File: src/rtl/lcv_pkg.sv
package lcv_pkg;

  // Delay line length equals the substitution pattern length.
  localparam int PIPE_DEPTH = 8;
  // Stage indices holding the two V pulses when a full pattern is aligned.
  localparam int V_FIRST_POS  = 4;
  localparam int V_SECOND_POS = 1;

  typedef struct packed {
    logic pos;
    logic neg;
  } lineSym_t;

  typedef struct packed {
    logic err;
    logic clr;
  } lcvStrobe_t;

  typedef enum logic [1:0] {
    HOLD_UNTIL_READ = 2'b00,
    HOLD_ONE        = 2'b01,
    HOLD_MID_SEL    = 2'b10,
    HOLD_LONG_SEL   = 2'b11
  } holdSel_e;

  function automatic lineSym_t markOf(input logic pol);
    return lineSym_t'({pol, ~pol});
  endfunction

endpackage

File: src/rtl/lcv_ctrl.sv
module lcv_ctrl
  import lcv_pkg::*;
(
  input  logic       clk,
  input  logic       rstN,
  input  logic       posPulse,
  input  logic       negPulse,
  input  logic       modeE1,
  input  logic       zcsEn,
  input  logic       readClr,
  output lcvStrobe_t strobes
);

  lineSym_t                pipe [PIPE_DEPTH];
  logic [PIPE_DEPTH-1:0]   supFlag;
  logic                    refPol;
  logic                    refValid;
  logic                    violPol;
  logic                    violValid;

  lineSym_t oldest;
  logic     isMark;
  logic     isDouble;
  logic     markPol;
  logic     bpv;
  logic     b8zsHit;
  logic     errNow;

  always_comb begin
    oldest   = pipe[PIPE_DEPTH-1];
    isMark   = oldest.pos ^ oldest.neg;
    isDouble = oldest.pos & oldest.neg;
    markPol  = oldest.pos;
    bpv      = isMark && refValid && (markPol == refPol);
  end

  // Pattern 000VB0VB, oldest symbol in the highest stage.
  always_comb begin
    b8zsHit = refValid
           && (pipe[7] == '0) && (pipe[6] == '0) && (pipe[5] == '0)
           && (pipe[V_FIRST_POS]  == markOf(refPol))
           && (pipe[3]            == markOf(~refPol))
           && (pipe[2] == '0)
           && (pipe[V_SECOND_POS] == markOf(~refPol))
           && (pipe[0]            == markOf(refPol));
  end

  always_comb begin
    unique case ({modeE1, zcsEn})
      2'b01:   errNow = (bpv && !supFlag[PIPE_DEPTH-1]) || isDouble;
      2'b11:   errNow = (bpv && violValid && (markPol == violPol)) || isDouble;
      default: errNow = bpv || isDouble;
    endcase
  end

  always_ff @(posedge clk or negedge rstN) begin
    if (!rstN) begin
      for (int i = 0; i < PIPE_DEPTH; i++) pipe[i] <= '0;
      supFlag   <= '0;
      refPol    <= 1'b0;
      refValid  <= 1'b0;
      violPol   <= 1'b0;
      violValid <= 1'b0;
    end else begin
      pipe[0]    <= lineSym_t'({posPulse, negPulse});
      supFlag[0] <= 1'b0;
      for (int i = 1; i < PIPE_DEPTH; i++) begin
        pipe[i]    <= pipe[i-1];
        supFlag[i] <= supFlag[i-1]
                   | (b8zsHit && ((i - 1 == V_FIRST_POS) || (i - 1 == V_SECOND_POS)));
      end
      if (isMark) begin
        refPol   <= markPol;
        refValid <= 1'b1;
      end
      if (bpv) begin
        violPol   <= markPol;
        violValid <= 1'b1;
      end
    end
  end

  assign strobes.err = errNow;
  assign strobes.clr = readClr;

endmodule

File: src/rtl/lcv_datapath.sv
module lcv_datapath
  import lcv_pkg::*;
#(
  parameter int CNT_W     = 16,
  parameter int HOLD_MID  = 8,
  parameter int HOLD_LONG = 64
) (
  input  logic             clk,
  input  logic             rstN,
  input  logic [1:0]       holdSel,
  input  lcvStrobe_t       strobes,
  output logic             violStrobe,
  output logic             violStatus,
  output logic [CNT_W-1:0] countOut,
  output logic [CNT_W-1:0] liveCount
);

  localparam int TIMER_W = (HOLD_LONG > 2) ? $clog2(HOLD_LONG) : 1;
  localparam logic [CNT_W-1:0] CNT_MAX = {CNT_W{1'b1}};

  logic [TIMER_W-1:0] holdTimer;
  logic [TIMER_W-1:0] holdLoad;

  always_comb begin
    unique case (holdSel_e'(holdSel))
      HOLD_MID_SEL:  holdLoad = TIMER_W'(HOLD_MID - 1);
      HOLD_LONG_SEL: holdLoad = TIMER_W'(HOLD_LONG - 1);
      default:       holdLoad = '0;
    endcase
  end

  always_ff @(posedge clk or negedge rstN) begin
    if (!rstN) begin
      violStrobe <= 1'b0;
      liveCount  <= '0;
      countOut   <= '0;
    end else begin
      violStrobe <= strobes.err;
      if (strobes.clr) begin
        countOut  <= liveCount;
        liveCount <= CNT_W'(strobes.err);
      end else if (strobes.err && (liveCount != CNT_MAX)) begin
        liveCount <= liveCount + 1'b1;
      end
    end
  end

  always_ff @(posedge clk or negedge rstN) begin
    if (!rstN) begin
      violStatus <= 1'b0;
      holdTimer  <= '0;
    end else if (strobes.err) begin
      violStatus <= 1'b1;
      holdTimer  <= holdLoad;
    end else if (holdSel_e'(holdSel) == HOLD_UNTIL_READ) begin
      if (strobes.clr) violStatus <= 1'b0;
    end else if (violStatus) begin
      if (holdTimer == '0) violStatus <= 1'b0;
      else                 holdTimer  <= holdTimer - 1'b1;
    end
  end

endmodule

File: src/rtl/lcv_detector.sv
module lcv_detector
  import lcv_pkg::*;
#(
  parameter int CNT_W     = 16,
  parameter int HOLD_MID  = 8,
  parameter int HOLD_LONG = 64
) (
  input  logic             clk,
  input  logic             rstN,
  input  logic             posPulse,
  input  logic             negPulse,
  input  logic             modeE1,
  input  logic             zcsEn,
  input  logic [1:0]       holdSel,
  input  logic             readClr,
  output logic             violStrobe,
  output logic             violStatus,
  output logic [CNT_W-1:0] countOut
);

  lcvStrobe_t       strobes;
  logic [CNT_W-1:0] liveCount;

  lcv_ctrl u_ctrl (
    .clk      (clk),
    .rstN     (rstN),
    .posPulse (posPulse),
    .negPulse (negPulse),
    .modeE1   (modeE1),
    .zcsEn    (zcsEn),
    .readClr  (readClr),
    .strobes  (strobes)
  );

  lcv_datapath #(
    .CNT_W     (CNT_W),
    .HOLD_MID  (HOLD_MID),
    .HOLD_LONG (HOLD_LONG)
  ) u_dp (
    .clk        (clk),
    .rstN       (rstN),
    .holdSel    (holdSel),
    .strobes    (strobes),
    .violStrobe (violStrobe),
    .violStatus (violStatus),
    .countOut   (countOut),
    .liveCount  (liveCount)
  );

endmodule

File: config.mk
export PLATFORM = sky130hd
export DESIGN_NAME = lcv_detector
export DESIGN_NICKNAME = d
export VERILOG_FILES = /design/src/rtl/lcv_pkg.sv /design/src/rtl/lcv_ctrl.sv /design/src/rtl/lcv_datapath.sv /design/src/rtl/lcv_detector.sv
export SDC_FILE = /design/constraint.sdc
export NUM_CORES = 1
export LEC_CHECK = 0
export ABC_CLOCK_PERIOD_IN_PS = 6050
export BUFFER_PORTS_ARGS = -buffer_cell sky130_fd_sc_hd__buf_2
export CORE_MARGIN = 2
export CORE_UTILIZATION = 29
export CTS_CLUSTER_DIAMETER = 30
export DETAILED_ROUTE_END_ITERATION = 12
export HOLD_SLACK_MARGIN = 0.15
export PLACE_DENSITY = 0.43
export SETUP_SLACK_MARGIN = 0.02
export SLEW_MARGIN = 20
export SYNTH_ARGS = -nofsm -noshare
export SYNTH_HDL_FRONTEND = slang
export SYNTH_HIERARCHICAL = 1
export SYNTH_SLANG_ARGS = --single-unit
File: constraint.sdc
create_clock -name clk -period 6.05 [get_ports clk]
set_input_delay 0.605 -clock clk [delete_from_list [all_inputs] [get_ports clk]]
set_output_delay 0.605 -clock clk [all_outputs]
set_load 0.005 [all_outputs]
# After elaboration in Yosys (flattened, before gate mapping)
# Cells that the tools add are included.
# W data, S select, Z words.
op_classes:
  n_eq_ne: 14
  bitwise_logic: 4
  add_sub_neg: 2
  n_reduce_logical: 27
  muxes: 13
op_table:
  columns: ["op", "count"]
  rows:
  - ["$mux W16", 2]
  - ["$mux W6", 4]
  - ["$add A16 B1 Y16 const B", 1]
  - ["$ne A16 B16 Y1 const B", 1]
  - ["$logic_and A1 B1 Y1", 14]
  - ["$pmux W6 S2", 1]
  - ["$logic_not A2 Y1", 5]
  - ["$eq A2 B2 Y1", 4]
  - ["$eq A2 B2 Y1 const B", 3]
  - ["$logic_not A6 Y1", 1]
  - ["$sub A6 B1 Y6 const B", 1]
  - ["$mux W1", 5]
  - ["$ne A2 B2 Y1 const B", 2]
  - ["$reduce_bool A2 Y1", 2]
  - ["$logic_or A1 B1 Y1", 3]
  - ["$ne A3 B3 Y1 const B", 1]
  - ["$reduce_and A3 Y1", 1]
  - ["$eq A1 B1 Y1", 2]
  - ["$eq A2 B1 Y1 const B", 1]
  - ["$pmux W1 S2", 1]
  - ["$and A1 B1 Y1", 1]
  - ["$logic_not A1 Y1", 1]
  - ["$not A1 Y1", 1]
  - ["$or A1 B1 Y1", 1]
  - ["$xor A1 B1 Y1", 1]
totals:
  out_inout_bits: 18
  input_bits: 9
  wordCells: 86
  ff_bits: 66

# Depth between registers and ports, before layout
logic_depth:
  depth_word: 10
  mapped_depth: 11
  depth_no_buf: 9

# Cells and area by module
# Netlist, hierarchy kept.
by_module_without_submodules:
  columns: ["module", "n_inst", "cells_each", "seq_area_each_um2", "area_per_inst_um2"]
  rows:
  - ["lcv_datapath", 1, 182, 1001.0, 1978.1]
  - ["lcv_ctrl", 1, 58, 650.6, 893.4]

# Worst setup path before layout
# OpenSTA, ideal clock, no wires.
synth_timing:
  path_type: "reg-to-reg"
  from: "reg u_ctrl.pipe (netlist bit u_ctrl/markPol)"
  to: "reg u_dp.liveCount[7]"
  setup_time_ns: 0.078
  required_ns: 5.972
  synth_period_minus_slack_ns: 2.265
  path_slack_ns: 3.785
  t_arrival_ns: 2.187
  path_stages_with_launch: 10
  path_buffers: 1
  path_cell_list: "dfrtp_1 inv_1 ha_1 nand2_1 nor2_1 a21o_1 buf_4 nand4_1 or4_1 a21oi_1"
synth_via:
  elab_chain_cells: 9
  elab_cells_between_ends: 15
  cone_classes: "eq/ne: 2; mux: 1; bitwise: 2; reduce/logical: 10"
synth_lines:
  columns: ["item", "line_no", "source"]
  rows:
  - ["from (decl)", "lcv_ctrl.sv:14", "lineSym_t pipe [PIPE_DEPTH];"]
  - ["from (signal, indexed assignment)", "lcv_ctrl.sv:68", "pipe[i] <= pipe[i-1];"]
  - ["$xor A1 B1 Y1", "lcv_ctrl.sv:31", "isMark = oldest.pos ^ oldest.neg;"]
  - ["$logic_and A1 B1 Y1 (2 in series)", "lcv_ctrl.sv:34", "bpv = isMark && refValid && (markPol == refPol);"]
  - ["$logic_and A1 B1 Y1 (2 in series)", "lcv_ctrl.sv:51", "2'b11: errNow = (bpv && violValid && (markPol == violPol)) || isDouble;"]
  - ["$logic_or A1 B1 Y1", "lcv_ctrl.sv:51", null]
  - ["$pmux W1 S2 (*)", "lcv_ctrl.sv:49", "unique case ({modeE1, zcsEn})"]
  - ["named net u_ctrl.errNow", "lcv_ctrl.sv:27", "logic errNow;"]
  - ["$logic_and A1 B1 Y1 (*)", "lcv_datapath.sv:42", "end else if (strobes.err && (liveCount != CNT_MAX)) begin"]
  - ["$reduce_bool A2 Y1 (no source line) (*)", null, null]
  - ["to (signal assigned)", "lcv_datapath.sv:41", "liveCount <= CNT_W'(strobes.err);"]
  - ["to (signal assigned)", "lcv_datapath.sv:43", "liveCount <= liveCount + 1'b1;"]
  - ["to (decl)", "lcv_datapath.sv:15", "output logic [CNT_W-1:0] liveCount"]
# Mark *: on every way through the listed nets, which the timed path passes. The rest lies on a longest branch.
# A chain may end at the register's enable or synchronous reset.

==> flow_summary.html <==
<table>
<tr><th>Metric</th><th>Value</th></tr>
<tr><th colspan="2">Status</th></tr>
<tr><td>Run status</td><td>finished, final reports clean</td></tr>
<tr><th colspan="2">Cells and area</th></tr>
<tr><td>Most common library cell in the layout ignoring fill and taps</td><td>sky130_fd_sc_hd__dfrtp_1</td></tr>
<tr><td>Top library cells by usage in the layout, fill and taps aside</td><td>66 x sky130_fd_sc_hd__dfrtp_1, 26 x sky130_fd_sc_hd__buf_2, 20 x sky130_fd_sc_hd__a21oi_1, 16 x sky130_fd_sc_hd__mux2_2, 11 x sky130_fd_sc_hd__nand3_1</td></tr>
<tr><td>Antenna Cells</td><td>0</td></tr>
<tr><td>Number of non-filler instances in the completed layout</td><td>about 410</td></tr>
<tr><td>Nets@finish</td><td>around 280</td></tr>
<tr><td>Area growth from synthesis to layout</td><td>17.0%</td></tr>
<tr><td>Proportion of layout cells with a drive suffix above 1</td><td>25.0%</td></tr>
<tr><th colspan="2">Hold path</th></tr>
<tr><td>Worst hold stages</td><td>0</td></tr>
<tr><td>Min-Delay Path Class</td><td>reg2reg</td></tr>
<tr><th colspan="2">Synthesis</th></tr>
<tr><td>Area leader, netlist</td><td>sky130_fd_sc_hd__dfrtp_1</td></tr>
<tr><td>Area fraction in compound gates after synthesis</td><td>10.2%</td></tr>
<tr><td>Fraction of synthesized cell area taken by the top area cell type</td><td>between 50% and 60%</td></tr>
<tr><td>Gate count after technology mapping</td><td>240</td></tr>
<tr><td>Multiplexer share of the synthesized area</td><td>approximately 6.6%</td></tr>
<tr><td>Simple logic cell fraction of the synthesized area</td><td>between 10% and 20%</td></tr>
<tr><td>Post-Synthesis Mean Instance Area</td><td>approximately 12 um2</td></tr>
<tr><td>Dominant register cell in the synthesized netlist</td><td>sky130_fd_sc_hd__dfrtp_1</td></tr>
<tr><td>Netlist cell types</td><td>48</td></tr>
<tr><td>Leading cell types by total area after synthesis</td><td>sky130_fd_sc_hd__dfrtp_1 58%, sky130_fd_sc_hd__mux2_2 6.3%, sky130_fd_sc_hd__a21oi_1 3.5%</td></tr>
<tr><td>EDFF count, synth</td><td>0</td></tr>
<tr><td>Xor/xnor share of the synthesized area</td><td>roughly 1.5%</td></tr>
<tr><td>Post-synthesis instance area</td><td>around 2900 um2</td></tr>
<tr><td>Sequential cell area fraction in the yosys report</td><td>57.5%</td></tr>
<tr><td>Main combinational cell family by area after synthesis</td><td>simple AND/OR/NAND/NOR gates</td></tr>
<tr><td>Post-Synth Adder-Cell Area</td><td>about 2.2%</td></tr>
<tr><td>Flip-flop and latch count after synthesis</td><td>66</td></tr>
<tr><td>Synthesized net count</td><td>254</td></tr>
<tr><td>Yosys Warn Count</td><td>6</td></tr>
<tr><td>Share of flip-flops with an asynchronous set or reset</td><td>100%</td></tr>
<tr><th colspan="2">Job</th></tr>
<tr><td>Number of maximum-capacitance violations</td><td>0</td></tr>
<tr><th colspan="2">Timing</th></tr>
<tr><td>Max Slew Vio Count</td><td>0</td></tr>
<tr><td>Shortest clock period the worst path allows after layout</td><td>about 2.8 ns</td></tr>
<tr><td>Total Neg Setup Slack</td><td>0 ns</td></tr>
<tr><td>Share of the clock period used by the worst path after layout</td><td>between 40 and 50%</td></tr>
<tr><td>Slew @ Worst Pin</td><td>0.928 ns</td></tr>
<tr><td>Worst-case headroom to the max-slew limit</td><td>approximately 38%</td></tr>
<tr><td>Worst Clk Skew</td><td>0.00885 ns</td></tr>
<tr><td>Final Hold Vio Count</td><td>0</td></tr>
<tr><td>Setup repair after global routing missed its margin</td><td>false</td></tr>
<tr><td>Final-report setup violation count</td><td>0</td></tr>
<tr><td>Highest Clock Rate</td><td>around 350 MHz</td></tr>
<tr><th colspan="2">GRT</th></tr>
<tr><td>Vias in the first global route</td><td>roughly 1900</td></tr>
<tr><td>First-pass GRT wire length</td><td>9310 um</td></tr>
<tr><td>Largest net degree at the start of global routing</td><td>67</td></tr>
<tr><td>Global routing usage summed across all routing layers</td><td>10.9%</td></tr>
<tr><td>Antenna violations before repair</td><td>0</td></tr>
<tr><td>GRT Residual Overflow</td><td>0</td></tr>
<tr><th colspan="2">Detailed routing</th></tr>
<tr><td>Routed len/inst</td><td>13.4 um</td></tr>
<tr><td>WL final</td><td>between 5000 and 6000 um</td></tr>
<tr><td>Number of DRC markers after the initial detailed-route iteration</td><td>53</td></tr>
<tr><td>First-pass iteration count of the detailed router</td><td>4</td></tr>
<tr><td>Via total after detailed routing</td><td>1894</td></tr>
<tr><td>Remaining DRCs</td><td>0</td></tr>
<tr><td>Post-route antenna net violation count</td><td>0</td></tr>
<tr><td>Via-to-Cell Ratio</td><td>roughly 4.7</td></tr>
<tr><th colspan="2">Floorplanning</th></tr>
<tr><td>Row Count</td><td>36</td></tr>
<tr><td>Die Y</td><td>104 um</td></tr>
<tr><td>Horiz. Die Dim</td><td>around 100 um</td></tr>
<tr><td>Number of primary I/O pins</td><td>27</td></tr>
<tr><td>Placeable core region</td><td>slightly below 10000 um2</td></tr>
<tr><td>Initial Util</td><td>29.7%</td></tr>
<tr><td>Full die area</td><td>between 10000 and 15000 um2</td></tr>
<tr><th colspan="2">Critical path</th></tr>
<tr><td>Data arrival time of the critical path</td><td>approximately 3 ns</td></tr>
<tr><td>Critical register-to-register path endpoint</td><td>u_dp/liveCount[7]</td></tr>
<tr><td>Start of the worst register-to-register path</td><td>u_ctrl/markPol</td></tr>
<tr><td>Worst Setup End Kind</td><td>register</td></tr>
<tr><td>Kind of critical path</td><td>reg2reg</td></tr>
<tr><td>Worst reg2reg path depth</td><td>8</td></tr>
<tr><td>Startpoint type of the worst setup path</td><td>register</td></tr>
<tr><td>CP Data Required Time</td><td>6.31 ns</td></tr>
<tr><td>Critical path endpoint</td><td>u_dp/liveCount[7]</td></tr>
<tr><td>Crit path launch</td><td>u_ctrl/markPol</td></tr>
<tr><td>Maximum net fanout on the critical path</td><td>14</td></tr>
<tr><td>R2r setup slk</td><td>roughly 3.2 ns</td></tr>
<tr><th colspan="2">CTS</th></tr>
<tr><td>CTS resizes</td><td>0</td></tr>
<tr><td>Clock edge transition at the registers on the reported setup and hold paths</td><td>about 0.080 ns</td></tr>
<tr><td>Clock tree from TritonCTS</td><td>yes</td></tr>
<tr><td>Quantity of hold-fixing buffers added after cts</td><td>0</td></tr>
<tr><td>Buffer count from post-CTS setup fixing</td><td>0</td></tr>
<tr><td>Clock H-tree levels</td><td>3</td></tr>
<tr><td>Worst-Skew Late Latency</td><td>around 0.34 ns</td></tr>
<tr><td>Num CTS Buffers</td><td>9</td></tr>
<tr><td>Cell at the root of the clock tree</td><td>sky130_fd_sc_hd__clkbuf_8</td></tr>
<tr><td>Sinks on Clock Net</td><td>66</td></tr>
<tr><td>Bufs on Longest Clock Path</td><td>2</td></tr>
<tr><th colspan="2">Power and ir drop</th></tr>
<tr><td>Static power due to leakage</td><td>0.00151 uW</td></tr>
<tr><td>Cell area power density</td><td>around 320 nW/um2</td></tr>
<tr><td>Max VDD drop</td><td>~0.15 mV</td></tr>
<tr><th colspan="2">Placed design</th></tr>
<tr><td>Instance count after placement with tap cells included</td><td>slightly below 400</td></tr>
<tr><td>Post-detailed-placement half-perimeter wirelength</td><td>3500 um</td></tr>
<tr><td>Total of buffers placed on input and output ports</td><td>26</td></tr>
<tr><td>Placer congestion estimate</td><td>0.719</td></tr>
</table>
## worst max-delay path: stages (launching register included)
cell	delay (ns)
sky130_fd_sc_hd__dfrtp_1	0.47
sky130_fd_sc_hd__inv_1	0.07
sky130_fd_sc_hd__ha_1	0.34
sky130_fd_sc_hd__nand2_1	0.08
sky130_fd_sc_hd__nor2_1	0.13
sky130_fd_sc_hd__a21o_1	0.40
sky130_fd_sc_hd__nand4_1	0.46
sky130_fd_sc_hd__or4_1	0.63
sky130_fd_sc_hd__a21oi_1	0.16
## metrics by stage
| stage | setup slack [ns] | util [%] | instance area [um2] | total power (uW) | hold slack, ns |
|---|---|---|---|---|---|
| final | 3.22 | 34.7 | 3360 | 1070 | 0.343 |
| after global routing | 2.87 | 34.7 | 3360 | 1120 | 0.339 |
| after CTS | 3.20 | 34.7 | 3360 | 1090 | 0.339 |
| after detailed placement | 3.22 | 32.2 | 3120 | 627 | 0.337 |
| after global placement | 3.36 | 32.2 | 3120 | 626 | 0.334 |
| after floorplan | 3.78 | - | 2870 | 588 | 0.309 |
## per-layer routing
| metal | share of wire [%] | vias to the layer above | track usage (%) |
|---|---|---|---|
| met4 | 2.1 | 0 | 5.21 |
| met3 | 3.4 | 8 | 3.15 |
| met5 | 0 | - | 0 |
| met1 | 51 | 927 | 15.0 |
| li1 | - | 930 | - |
| met2 | 43 | 29 | 15.9 |
## cells in the mapped netlist (all sizes together) (2+ instances only)
| cell | number |
|---|---|
| and4 | 3 |
| nand2 | 7 |
| o31ai | 3 |
| inv | 7 |
| a211oi | 3 |
| mux2 | 16 |
| buf | 8 |
| nor4 | 5 |
| clkbuf | 3 |
| nor2b | 3 |
| or3 | 7 |
| or2 | 3 |
| nor4b | 2 |
| nor2 | 9 |
| or4 | 3 |
| nand4 | 8 |
| a21o | 2 |
| a311oi | 3 |
| a21oi | 21 |
| and4bb | 4 |
| nand3 | 11 |
| o21ai | 12 |
| nor3 | 7 |
| xor2 | 2 |
| dfrtp | 66 |
| xnor2 | 3 |
| and3 | 2 |
| ha | 5 |
## final cells by class
| class | count | area [um2] |
|---|---|---|
| Clock inverter | 6 | 115 |
| Timing Repair Buffer | 27 | 138 |
| Tap cell | 133 | 166 |
| Clock buffer | 10 | 128 |
| Multi-Input combinational cell | 155 | 1130 |
| Fill cell | 978 | 6320 |
| Sequential cell | 66 | 1650 |
| Inverter | 8 | 30.0 |
## sequential cells by signal, indices dropped and copies added (netlist names), 6 cells and up
register	cells
u_dp/countOut	16
u_ctrl/pipe	14
u_dp/holdTimer	6
u_dp/liveCount	16
u_ctrl/supFlag	6
## power breakdown
part / leakage (uW) / switching, uW / total (uW) / internal [uW]
logic: 0.000551 / 63.0 / 113 / 49.7
registers: 0.000844 / 30.8 / 505 / 474
clock network: 0.000117 / 177 / 452 / 275
## worst min-delay path by stage
stage                     slack (ns)              start           endpoint
after floorplan                 0.31               rstN     u_ctrl/markPol
after global placement          0.33  u_ctrl/supFlag[5]  u_ctrl/supFlag[6]
after detailed placement        0.34  u_ctrl/supFlag[6]  u_ctrl/supFlag[7]
after CTS                       0.34           negPulse    u_ctrl/pipe[14]
after global routing            0.34  u_ctrl/supFlag[3]  u_ctrl/supFlag[4]
final                           0.34  u_ctrl/supFlag[3]  u_ctrl/supFlag[4]
## kinds of logic (layout without fill, tap and decap cells)
kind of cell               Yosys count  after routing
AOI/OAI and AO/OA                   49             49
xor gates and xnor gates             5              5
adders and majority gates            5              5
buffers and inverters               19             51
DFF                                 66             66
muxes                               17             17
and+or+nand+nor                     79             79
(Power assumes the default switching activity.)
